## src/rtl/fnd_pkg.sv

```systemverilog
package fnd_pkg;

    // Smallest main count the divider treats as valid
    localparam int unsigned FND_M_MIN = 3;

    // Position of the current input clock within a division cycle
    typedef enum logic [1:0] {
        PH_RUN,     // inside a prescaler chain
        PH_STRETCH, // extra clock owed to an accumulator carry
        PH_END      // final clock of the division cycle
    } fnd_phase_e;

endpackage

```

## src/rtl/fnd_prescaler.sv

```systemverilog
module fnd_prescaler #(
    parameter int P_MOD = 32,
    parameter int PRE_W = $clog2(P_MOD + 1)
) (
    input  logic clk,
    input  logic rst_n,
    input  logic hold,       // stay at zero for a stretch clock
    input  logic wide_next,  // next prescaler cycle divides by P+1
    output logic wrap        // last input clock of a prescaler cycle
);

    localparam logic [PRE_W-1:0] TOP_WIDE   = PRE_W'(P_MOD);
    localparam logic [PRE_W-1:0] TOP_NARROW = PRE_W'(P_MOD - 1);

    typedef struct packed {
        logic [PRE_W-1:0] cnt;
    } pre_state_t;

    pre_state_t st_d, st_q;

    always_comb begin
        st_d = st_q;
        if (st_q.cnt == '0) begin
            if (!hold) begin
                st_d.cnt = wide_next ? TOP_WIDE : TOP_NARROW;
            end
        end else begin
            st_d.cnt = st_q.cnt - 1'b1;
        end
    end

    always_ff @(posedge clk or negedge rst_n) begin
        if (!rst_n) begin
            st_q <= '0;
        end else begin
            st_q <= st_d;
        end
    end

    assign wrap = (st_q.cnt == '0);

    // a prescaler cycle never exceeds P+1 clocks
    assert_pre_range_R2: assert property (@(posedge clk) disable iff (!rst_n)
        st_q.cnt <= TOP_WIDE);

endmodule

```

## src/rtl/fnd_swallow_main.sv

```systemverilog
module fnd_swallow_main #(
    parameter int A_W = 5,
    parameter int M_W = 9
) (
    input  logic           clk,
    input  logic           rst_n,
    input  logic           load,
    input  logic           tick,
    input  logic [A_W-1:0] a_val,
    input  logic [M_W-1:0] m_val,
    output logic           mcnt_zero,
    output logic           wide_next
);

    typedef struct packed {
        logic [A_W-1:0] swl;   // wide prescaler cycles left, current one included
        logic [M_W-1:0] mcnt;  // prescaler cycles left after the current one
    } cnt_state_t;

    cnt_state_t st_d, st_q;

    always_comb begin
        st_d      = st_q;
        wide_next = (st_q.swl > A_W'(1));
        if (load) begin
            st_d.swl  = a_val;
            st_d.mcnt = m_val - 1'b1;
            wide_next = (a_val != '0);
        end else if (tick) begin
            st_d.mcnt = st_q.mcnt - 1'b1;
            if (st_q.swl != '0) begin
                st_d.swl = st_q.swl - 1'b1;
            end
        end
    end

    always_ff @(posedge clk or negedge rst_n) begin
        if (!rst_n) begin
            st_q <= '0;
        end else begin
            st_q <= st_d;
        end
    end

    assign mcnt_zero = (st_q.mcnt == '0);

    // the main count only moves on a prescaler wrap or a boundary reload
    assert_mcnt_hold_R7: assert property (@(posedge clk) disable iff (!rst_n)
        !(load || tick) |=> $stable(st_q.mcnt));

endmodule

```

## src/rtl/fnd_frac_acc.sv

```systemverilog
module fnd_frac_acc #(
    parameter int F_W = 5
) (
    input  logic           clk,
    input  logic           rst_n,
    input  logic           load,
    input  logic           stretch,
    input  logic [F_W-1:0] f_val,
    output logic           ext_pending
);

    typedef struct packed {
        logic           ext;
        logic [F_W-1:0] acc;
    } acc_state_t;

    acc_state_t st_d, st_q;
    logic [F_W:0] sum;

    always_comb begin
        st_d = st_q;
        sum  = {1'b0, st_q.acc} + {1'b0, f_val};
        if (load) begin
            {st_d.ext, st_d.acc} = sum;
        end else if (stretch) begin
            st_d.ext = 1'b0;
        end
    end

    always_ff @(posedge clk or negedge rst_n) begin
        if (!rst_n) begin
            st_q <= '0;
        end else begin
            st_q <= st_d;
        end
    end

    assign ext_pending = st_q.ext;

    // a carry can only appear at a division boundary
    assert_carry_at_load_R4: assert property (@(posedge clk) disable iff (!rst_n)
        !load |=> !$rose(st_q.ext));

endmodule

```

## src/rtl/fnd_divider.sv

```systemverilog
module fnd_divider
    import fnd_pkg::*;
#(
    parameter int  P_MOD = 32,
    parameter int  M_W   = 9,
    parameter int  F_W   = 5,
    localparam int A_W   = $clog2(P_MOD),
    localparam int PRE_W = $clog2(P_MOD + 1)
) (
    input  logic           clk,
    input  logic           rst_n,
    input  logic [M_W-1:0] m_in,
    input  logic [A_W-1:0] a_in,
    input  logic [F_W-1:0] f_in,
    output logic           div_pulse,
    output logic           cfg_err
);

    localparam logic [M_W-1:0] M_MIN = M_W'(FND_M_MIN);

    typedef struct packed {
        logic primed;  // first boundary after reset has been taken
        logic pulse;
        logic err;
    } top_state_t;

    top_state_t st_d, st_q;
    fnd_phase_e phase;
    logic       wrap, mcnt_zero, wide_next, ext_pending;
    logic       load, stretch, tick;

    fnd_prescaler #(.P_MOD(P_MOD), .PRE_W(PRE_W)) u_pre (
        .clk       (clk),
        .rst_n     (rst_n),
        .hold      (stretch),
        .wide_next (wide_next),
        .wrap      (wrap)
    );

    fnd_swallow_main #(.A_W(A_W), .M_W(M_W)) u_cnt (
        .clk       (clk),
        .rst_n     (rst_n),
        .load      (load),
        .tick      (tick),
        .a_val     (a_in),
        .m_val     (m_in),
        .mcnt_zero (mcnt_zero),
        .wide_next (wide_next)
    );

    fnd_frac_acc #(.F_W(F_W)) u_acc (
        .clk         (clk),
        .rst_n       (rst_n),
        .load        (load),
        .stretch     (stretch),
        .f_val       (f_in),
        .ext_pending (ext_pending)
    );

    always_comb begin
        phase = PH_RUN;
        if (wrap && mcnt_zero) begin
            phase = ext_pending ? PH_STRETCH : PH_END;
        end
        load    = (phase == PH_END);
        stretch = (phase == PH_STRETCH);
        tick    = wrap && !mcnt_zero;

        st_d       = st_q;
        st_d.pulse = load && st_q.primed;
        if (load) begin
            st_d.primed = 1'b1;
            st_d.err    = (M_W'(a_in) > m_in) || (m_in < M_MIN);
        end
    end

    always_ff @(posedge clk or negedge rst_n) begin
        if (!rst_n) begin
            st_q <= '0;
        end else begin
            st_q <= st_d;
        end
    end

    assign div_pulse = st_q.pulse;
    assign cfg_err   = st_q.err;

    // the output pulse is a single clock wide
    assert_pulse_single_R3: assert property (@(posedge clk) disable iff (!rst_n)
        div_pulse |=> !div_pulse);

    // the range flag holds between boundaries
    assert_err_hold_R8: assert property (@(posedge clk) disable iff (!rst_n)
        !load |=> $stable(st_q.err));

    // a stretch clock is always the next-to-last clock of its cycle
    assert_stretch_then_end_R2: assert property (@(posedge clk) disable iff (!rst_n)
        stretch |=> load);

endmodule

```

## config.mk

```make
export PLATFORM = sky130hd
export DESIGN_NAME = fnd_divider
export DESIGN_NICKNAME = d
export VERILOG_FILES = /design/src/rtl/fnd_pkg.sv /design/src/rtl/fnd_prescaler.sv /design/src/rtl/fnd_swallow_main.sv /design/src/rtl/fnd_frac_acc.sv /design/src/rtl/fnd_divider.sv
export SDC_FILE = /design/constraint.sdc
export NUM_CORES = 1
export LEC_CHECK = 0
export BUFFER_PORTS_ARGS = -buffer_cell sky130_fd_sc_hd__buf_4
export CORE_ASPECT_RATIO = 0.7
export CORE_MARGIN = 2
export CORE_UTILIZATION = 40
export CTS_CLUSTER_DIAMETER = 40
export DETAILED_ROUTE_END_ITERATION = 6
export SLEW_MARGIN = 40
export SYNTH_ARGS = -nofsm -noshare
export SYNTH_HDL_FRONTEND = slang
export SYNTH_SLANG_ARGS = --single-unit
```

## constraint.sdc

```tcl
create_clock -name clk -period 2.9 [get_ports clk]
set_input_delay 0.725 -clock clk [delete_from_list [all_inputs] [get_ports clk]]
set_output_delay 0.725 -clock clk [all_outputs]
set_load 0.02 [all_outputs]
```

==> summary.txt, run 1 <==
Timing
  – Endpoints failing setup: 0
  – Final worst slack: 0.260 ns
  – Pins over their slew limit: 0
  – Worst Skew: 0.00638 ns
  – Worst slew margin: 0.645
  – TNS Setup: 0 ns
  – Crit path time final: 2.64 ns
  – FMAX: 379 MHz
  – Worst-margin pin slew: 0.533 ns
  – Fin crit share: 0.910
  – Final hold violations: 0
  – RSZ-0062 raised after global routing: false

Drt
  – Vias per cell: 5.63
  – Antenna Nets Post-Route: 0
  – Detailed-route DRC error count: 0
  – 1st-iter DRT viols: 96
  – Vias: 1841
  – First-pass detailed-route iteration total: 4
  – WL per Instance: 15.5 um
  – Final wirelength: 5060 um

Min path
  – Hold crit path type: primary input to asynchronous set/reset pin

Die
  – Initial Util: 0.418
  – Top-level I/O count: 23
  – # rows: 21
  – Die area: 0.00565 mm2
  – Core area: 0.00483 mm2
  – Die Height: 63.5 um
  – Die width: 89.0 um

Layout
  – Post-layout nets: 295
  – Commonest non-fill, non-tap cell in the layout: buf_4
  – Most frequent cells in the layout: buf_4 (30), dfrtp_1 (29), nand2_1 (21)
  – Area grow syn2layout: 19.1%
  – Layout cells sized above 1: 0.174
  – Final Util: 0.498
  – Finished Layout Cells: 327
  – Diode count: 0

Yosys
  – Asr flop ratio synth: 1.00
  – Synthesized area: 0.00202 mm2
  – Synth Register Bits: 29
  – Syn avg cell area: 8.91 um2
  – YS warnings: 0
  – EDFF count, synth: 0
  – Top FF cell, synth: dfrtp_1
  – Number of library cell types mapped by synthesis: 49
  – Synth Net Count: 264
  – Mapped Cells: 227
  – Sequential fraction of the synthesis area: 0.359

Run
  – MaxCap Viol Count: 0

Setup path
  – FF-to-FF Start: u_pre.st_q[0]
  – Max stage delay on crit path: 0.65 ns
  – Delay-heaviest family, CP: simple AND/OR/NAND/NOR gates
  – Worst path arrival time: 2.80 ns
  – CP most frequent cell: ha_1
  – Max FO, Critical Path: 6
  – Crit path launch: u_pre.st_q[0]
  – CP Capture Type: flip-flop
  – Critical-path top delay cell: or4b_2
  – Setup Crit Path Kind: flip-flop to flip-flop
  – CP bufs+invs: 1
  – CP Cell Sequence: inv_1 > ha_1 > or4b_2 > nor4_4 > a21oi_1 > ha_1 > and2_1 > o211ai_1 > nor3_1 > xnor2_1
  – Worst path required time: 3.06 ns
  – Worst Setup Start Kind: flip-flop

CTS
  – Root Buffer: clkbuf_8
  – Worst-path clk slew: 0.07 ns
  – Sink Count: 29
  – CTS tree: built
  – Hold bufs inserted after CTS: 0
  – CTS HTree Levels: 2
  – Num CTS Buffers: 5
  – Clk_lat worst skew: 0.28 ns
  – Clock tree buffer depth: 2

Placement
  – Input/output buffers: 22
  – Setup WS pre-CTS: 0.188 ns
  – GP Congestion: 0.925
  – Placed Cells: 320
  – Post-DP HPWL: 3800 um

Global routing
  – Vias in the first global route: 1738
  – First-pass GRT wire length: 8660 um
  – Total congestion overflow: 0
  – GRT Resource Usage Total: 0.198
  – Initial antenna violation count: 0
  – Pin count of the biggest net entering global routing: 30

Power
  – VDD IR max: 0.174 mV
  – Pleak: 1.04 nW
  – Power per Cell Area: 344 mW/mm2

Run status
  – Outcome: completed
-- layout make-up --
cell class,count,area (um2)
Fill cell,482,2430
Multi-Input combinational cell,178,1230
Sequential cell,29,726
Timing Repair Buffer,30,225
Clock buffer,7,86.3
Tap cell,69,86.3
Inverter,14,52.6
-- Yosys cell counts, types with 2 or more instances --
cell type | number | area (um2)
a2111oi_0 | 2 | 17.5
a211oi_1 | 3 | 22.5
a21o_1 | 7 | 52.6
a21oi_1 | 9 | 45.0
a31oi_1 | 5 | 31.3
and2_1 | 3 | 18.8
buf_2 | 2 | 10.0
clkbuf_1 | 3 | 11.3
dfrtp_1 | 29 | 726
ha_1 | 15 | 188
inv_1 | 14 | 52.6
mux2_2 | 2 | 22.5
mux2i_1 | 4 | 40.0
nand2_1 | 21 | 78.8
nand3_1 | 5 | 25.0
nand4_1 | 4 | 25.0
nor2_1 | 13 | 48.8
nor2b_1 | 3 | 18.8
nor3_1 | 11 | 55.1
nor4_1 | 4 | 25.0
o211ai_1 | 2 | 15.0
o21ai_0 | 9 | 45.0
o21ai_1 | 17 | 85.1
o221ai_1 | 2 | 17.5
o31ai_1 | 2 | 15.0
or3_1 | 5 | 31.3
or4_1 | 5 | 37.5
xnor2_1 | 2 | 17.5
xor2_1 | 4 | 35.0
-- repair_timing --
item                       CTS  global route
setup buffers                0             0
setup endpoints to repair    0             1
resized for setup            0             1
-- worst paths after layout --
check,endpoint,slack (ns),cells past startpoint
max in group asynchronous,u_cnt.st_q[9],2.25,1
hold reg to reg,st_q[2],0.47,1
setup reg to reg,u_cnt.st_q[8],0.26,10
setup / recovery,u_cnt.st_q[8],0.26,10
hold / removal,u_pre.st_q[4],0.36,1
min in group clk,st_q[2],0.47,1
-- flip-flops by register name, indices dropped and copies added, names as in the netlist --
| signal | count |
|---|---|
| cfg_err | 1 |
| div_pulse | 1 |
| st_q | 1 |
| u_acc.ext_pending | 1 |
| u_acc.st_q | 5 |
| u_cnt.st_q | 14 |
| u_pre.st_q | 6 |
-- metrics by stage --
stage	hold WS (ns)	cell area (um2)	total power (W)
floorplan	0.425	2020	0.000448
global placement	0.441	2310	0.000495
detailed placement	0.449	2310	0.000495
CTS	0.385	2390	0.000838
global route	0.392	2410	0.000869
finish	0.364	2410	0.000830
-- kinds of logic (layout without fill, tap and decap cells) --
group                    Yosys count  count (layout)  synth area share
AND/OR/NAND/NOR                   83              83             0.225
multiplexers                       6               6            0.0309
AO/OA/AOI/OAI                     67              67             0.214
buffers and inverters             20              51            0.0421
adder cells (fa/ha/maj)           16              16             0.103
flip-flops                        29              29             0.359
XOR/XNOR                           6               6            0.0260
-- per-layer routing --
metal	share of wire	track usage	up-vias
met4	0.0077	0.0336	0
met1	0.53	0.307	870
met2	0.41	0.273	54
li1	-	-	913
met5	0	0	-
met3	0.054	0.0550	4
-- worst reg2reg max path, delay by kind of cell, from the launching register on --
kind,cells,cell delay [ns]
AND/OR/NAND/NOR,4,1.20
adder cells (fa/ha/maj),2,0.42
flip-flops,1,0.42
AO/OA/AOI/OAI,2,0.28
XOR/XNOR,1,0.13
buffers and inverters,1,0.07
-- report_power, final --
group | internal (W) | switching, W | leakage, nW | total, W
Sequential | 0.000405 | 0.00000136 | 0.326 | 0.000407
Combinational | 0.0000380 | 0.0000427 | 0.669 | 0.0000806
Clock | 0.000188 | 0.000154 | 0.0443 | 0.000342
Total | 0.000631 | 0.000198 | 1.04 | 0.000830
Power figures use the tool's default switching activity.
==> inputs of run 2 (changes only) <==
--- a/config.mk
+++ b/config.mk
@@ -11,6 +11,7 @@
 export CORE_UTILIZATION = 40
 export CTS_CLUSTER_DIAMETER = 40
 export DETAILED_ROUTE_END_ITERATION = 6
+export PLACE_DENSITY = 0.66
 export SLEW_MARGIN = 40
 export SYNTH_ARGS = -nofsm -noshare
 export SYNTH_HDL_FRONTEND = slang
==> summary.txt, run 2 (synthesized netlist as in run 1, its figures left out) <==
Setup path
  – Worst path required time: 3.07 ns
  – CP Cell Sequence: inv_1 > ha_1 > or4b_2 > nor4_4 > a21oi_1 > ha_1 > and2_1 > o211ai_1 > nor3_1 > xnor2_1
  – Delay-heaviest family, CP: simple AND/OR/NAND/NOR gates
  – FF-to-FF Start: u_pre.st_q[0]
  – CP most frequent cell: ha_1
  – Critical-path top delay cell: or4b_2
  – Worst Setup Start Kind: flip-flop
  – Max stage delay on crit path: 0.64 ns
  – Max FO, Critical Path: 6
  – Crit path launch: u_pre.st_q[0]
  – CP Capture Type: flip-flop
  – Worst path arrival time: 2.83 ns
  – CP bufs+invs: 1
  – Setup Crit Path Kind: flip-flop to flip-flop

Placement
  – GP Congestion: 0.888
  – Input/output buffers: 22
  – Post-DP HPWL: 3840 um

Timing
  – Endpoints failing setup: 0
  – Worst Skew: 0.00349 ns
  – Fin crit share: 0.918
  – Hold_ws: 0.366 ns
  – Worst slew margin: 0.647
  – Crit path time final: 2.66 ns
  – RSZ-0062 raised after global routing: false
  – Final hold violations: 0
  – Worst-margin pin slew: 0.516 ns
  – Pins over their slew limit: 0
  – FMAX: 376 MHz
  – TNS Setup: 0 ns

Global routing
  – Total congestion overflow: 0
  – GRT Resource Usage Total: 0.199
  – Vias in the first global route: 1790
  – Pin count of the biggest net entering global routing: 30
  – Initial antenna violation count: 0
  – First-pass GRT wire length: 8690 um

Layout
  – Area grow syn2layout: 19.9%
  – Commonest non-fill, non-tap cell in the layout: buf_4
  – Max FFs per register: 14
  – Largest register by flop count: u_cnt.st_q
  – Post-layout nets: 298
  – Layout cells sized above 1: 0.180
  – Most frequent cells in the layout: buf_4 (33), dfrtp_1 (29), nand2_1 (21)
  – Diode count: 0
  – Top Registers: u_cnt.st_q (14), u_pre.st_q (6), u_acc.st_q (5)

Run status
  – Outcome: completed

CTS
  – CTS resizes: 0
  – Post-CTS Setup Repair Bufs: 0
  – CTS HTree Levels: 2
  – Clock tree buffer depth: 2
  – Clk_lat worst skew: 0.28 ns
  – Sink Count: 29
  – Num CTS Buffers: 5
  – Worst-path clk slew: 0.06 ns
  – Root Buffer: clkbuf_8
  – CTS tree: built
  – Hold bufs inserted after CTS: 0

Drt
  – 1st-iter DRT viols: 145
  – Final wirelength: 5020 um
  – Detailed-route DRC error count: 0
  – Antenna Nets Post-Route: 0
  – Vias per cell: 5.66
  – WL per Instance: 15.2 um
  – First-pass detailed-route iteration total: 4
  – Vias: 1869

Die
  – Initial Util: 0.418
  – Die area: 0.00565 mm2
  – Top-level I/O count: 23
  – Die width: 89.0 um
  – # rows: 21
  – Core area: 0.00483 mm2
  – Die Height: 63.5 um

Power
  – Pleak: 1.05 nW
  – Power per Cell Area: 342 mW/mm2
  – VDD IR max: 0.174 mV

Min path
  – Hold crit path type: primary input to asynchronous set/reset pin

Run
  – MaxCap Viol Count: 0
-- run 2: metrics by stage --
| step | setup slack (ns) | util | power, W | cells | cell area, um2 |
|---|---|---|---|---|---|
| 3_5_place_dp | 0.180 | 0.482 | 0.000497 | 323 | 2330 |
| 2_1_floorplan | 0.101 | - | 0.000448 | 227 | 2020 |
| 5_1_grt | 0.0608 | 0.502 | 0.000873 | 330 | 2420 |
| 6_report | 0.238 | 0.502 | 0.000830 | 330 | 2420 |
| 4_1_cts | 0.156 | 0.500 | 0.000839 | 330 | 2420 |
| 3_3_place_gp | 0.235 | 0.482 | 0.000497 | 323 | 2330 |
-- run 2: report_power, final --
part	switching [W]	internal, W	leakage, nW	total, W
Combinational	0.0000445	0.0000389	0.683	0.0000834
Clock	0.000153	0.000188	0.0443	0.000341
Sequential	0.000000545	0.000405	0.326	0.000406
-- run 2: per-layer routing --
layer	GRT usage	part of all wire	up-vias
li1	-	-	914
met1	0.302	0.46	875
met2	0.281	0.43	77
met3	0.0655	0.10	3
met4	0.0280	0.0050	0
met5	0	0	-
-- run 2: final timing paths --
kind                       depth (start not counted)  slack (ns)       endpoint
setup / recovery                                  10        0.24  u_cnt.st_q[8]
hold / removal                                     1        0.37  u_acc.st_q[4]
min in group clk                                   1        0.46        st_q[2]
hold reg to reg                                    1        0.46        st_q[2]
setup reg to reg                                  10        0.24  u_cnt.st_q[8]
max in group asynchronous                          1        2.24        st_q[2]
-- run 2: final cells by class --
class | instances | area, um2
Sequential cell | 29 | 726
Timing Repair Buffer | 33 | 248
Tap cell | 69 | 86.3
Fill cell | 499 | 2410
Inverter | 14 | 52.6
Multi-Input combinational cell | 178 | 1230
Clock buffer | 7 | 86.3
-- run 2: worst reg2reg max path: stages (launching register included) --
cell and delay, ns:
dfrtp_1 0.42, inv_1 0.07, ha_1 0.16, or4b_2 0.64, nor4_4 0.28, a21oi_1 0.12
ha_1 0.26, and2_1 0.18, o211ai_1 0.17, nor3_1 0.12, xnor2_1 0.13
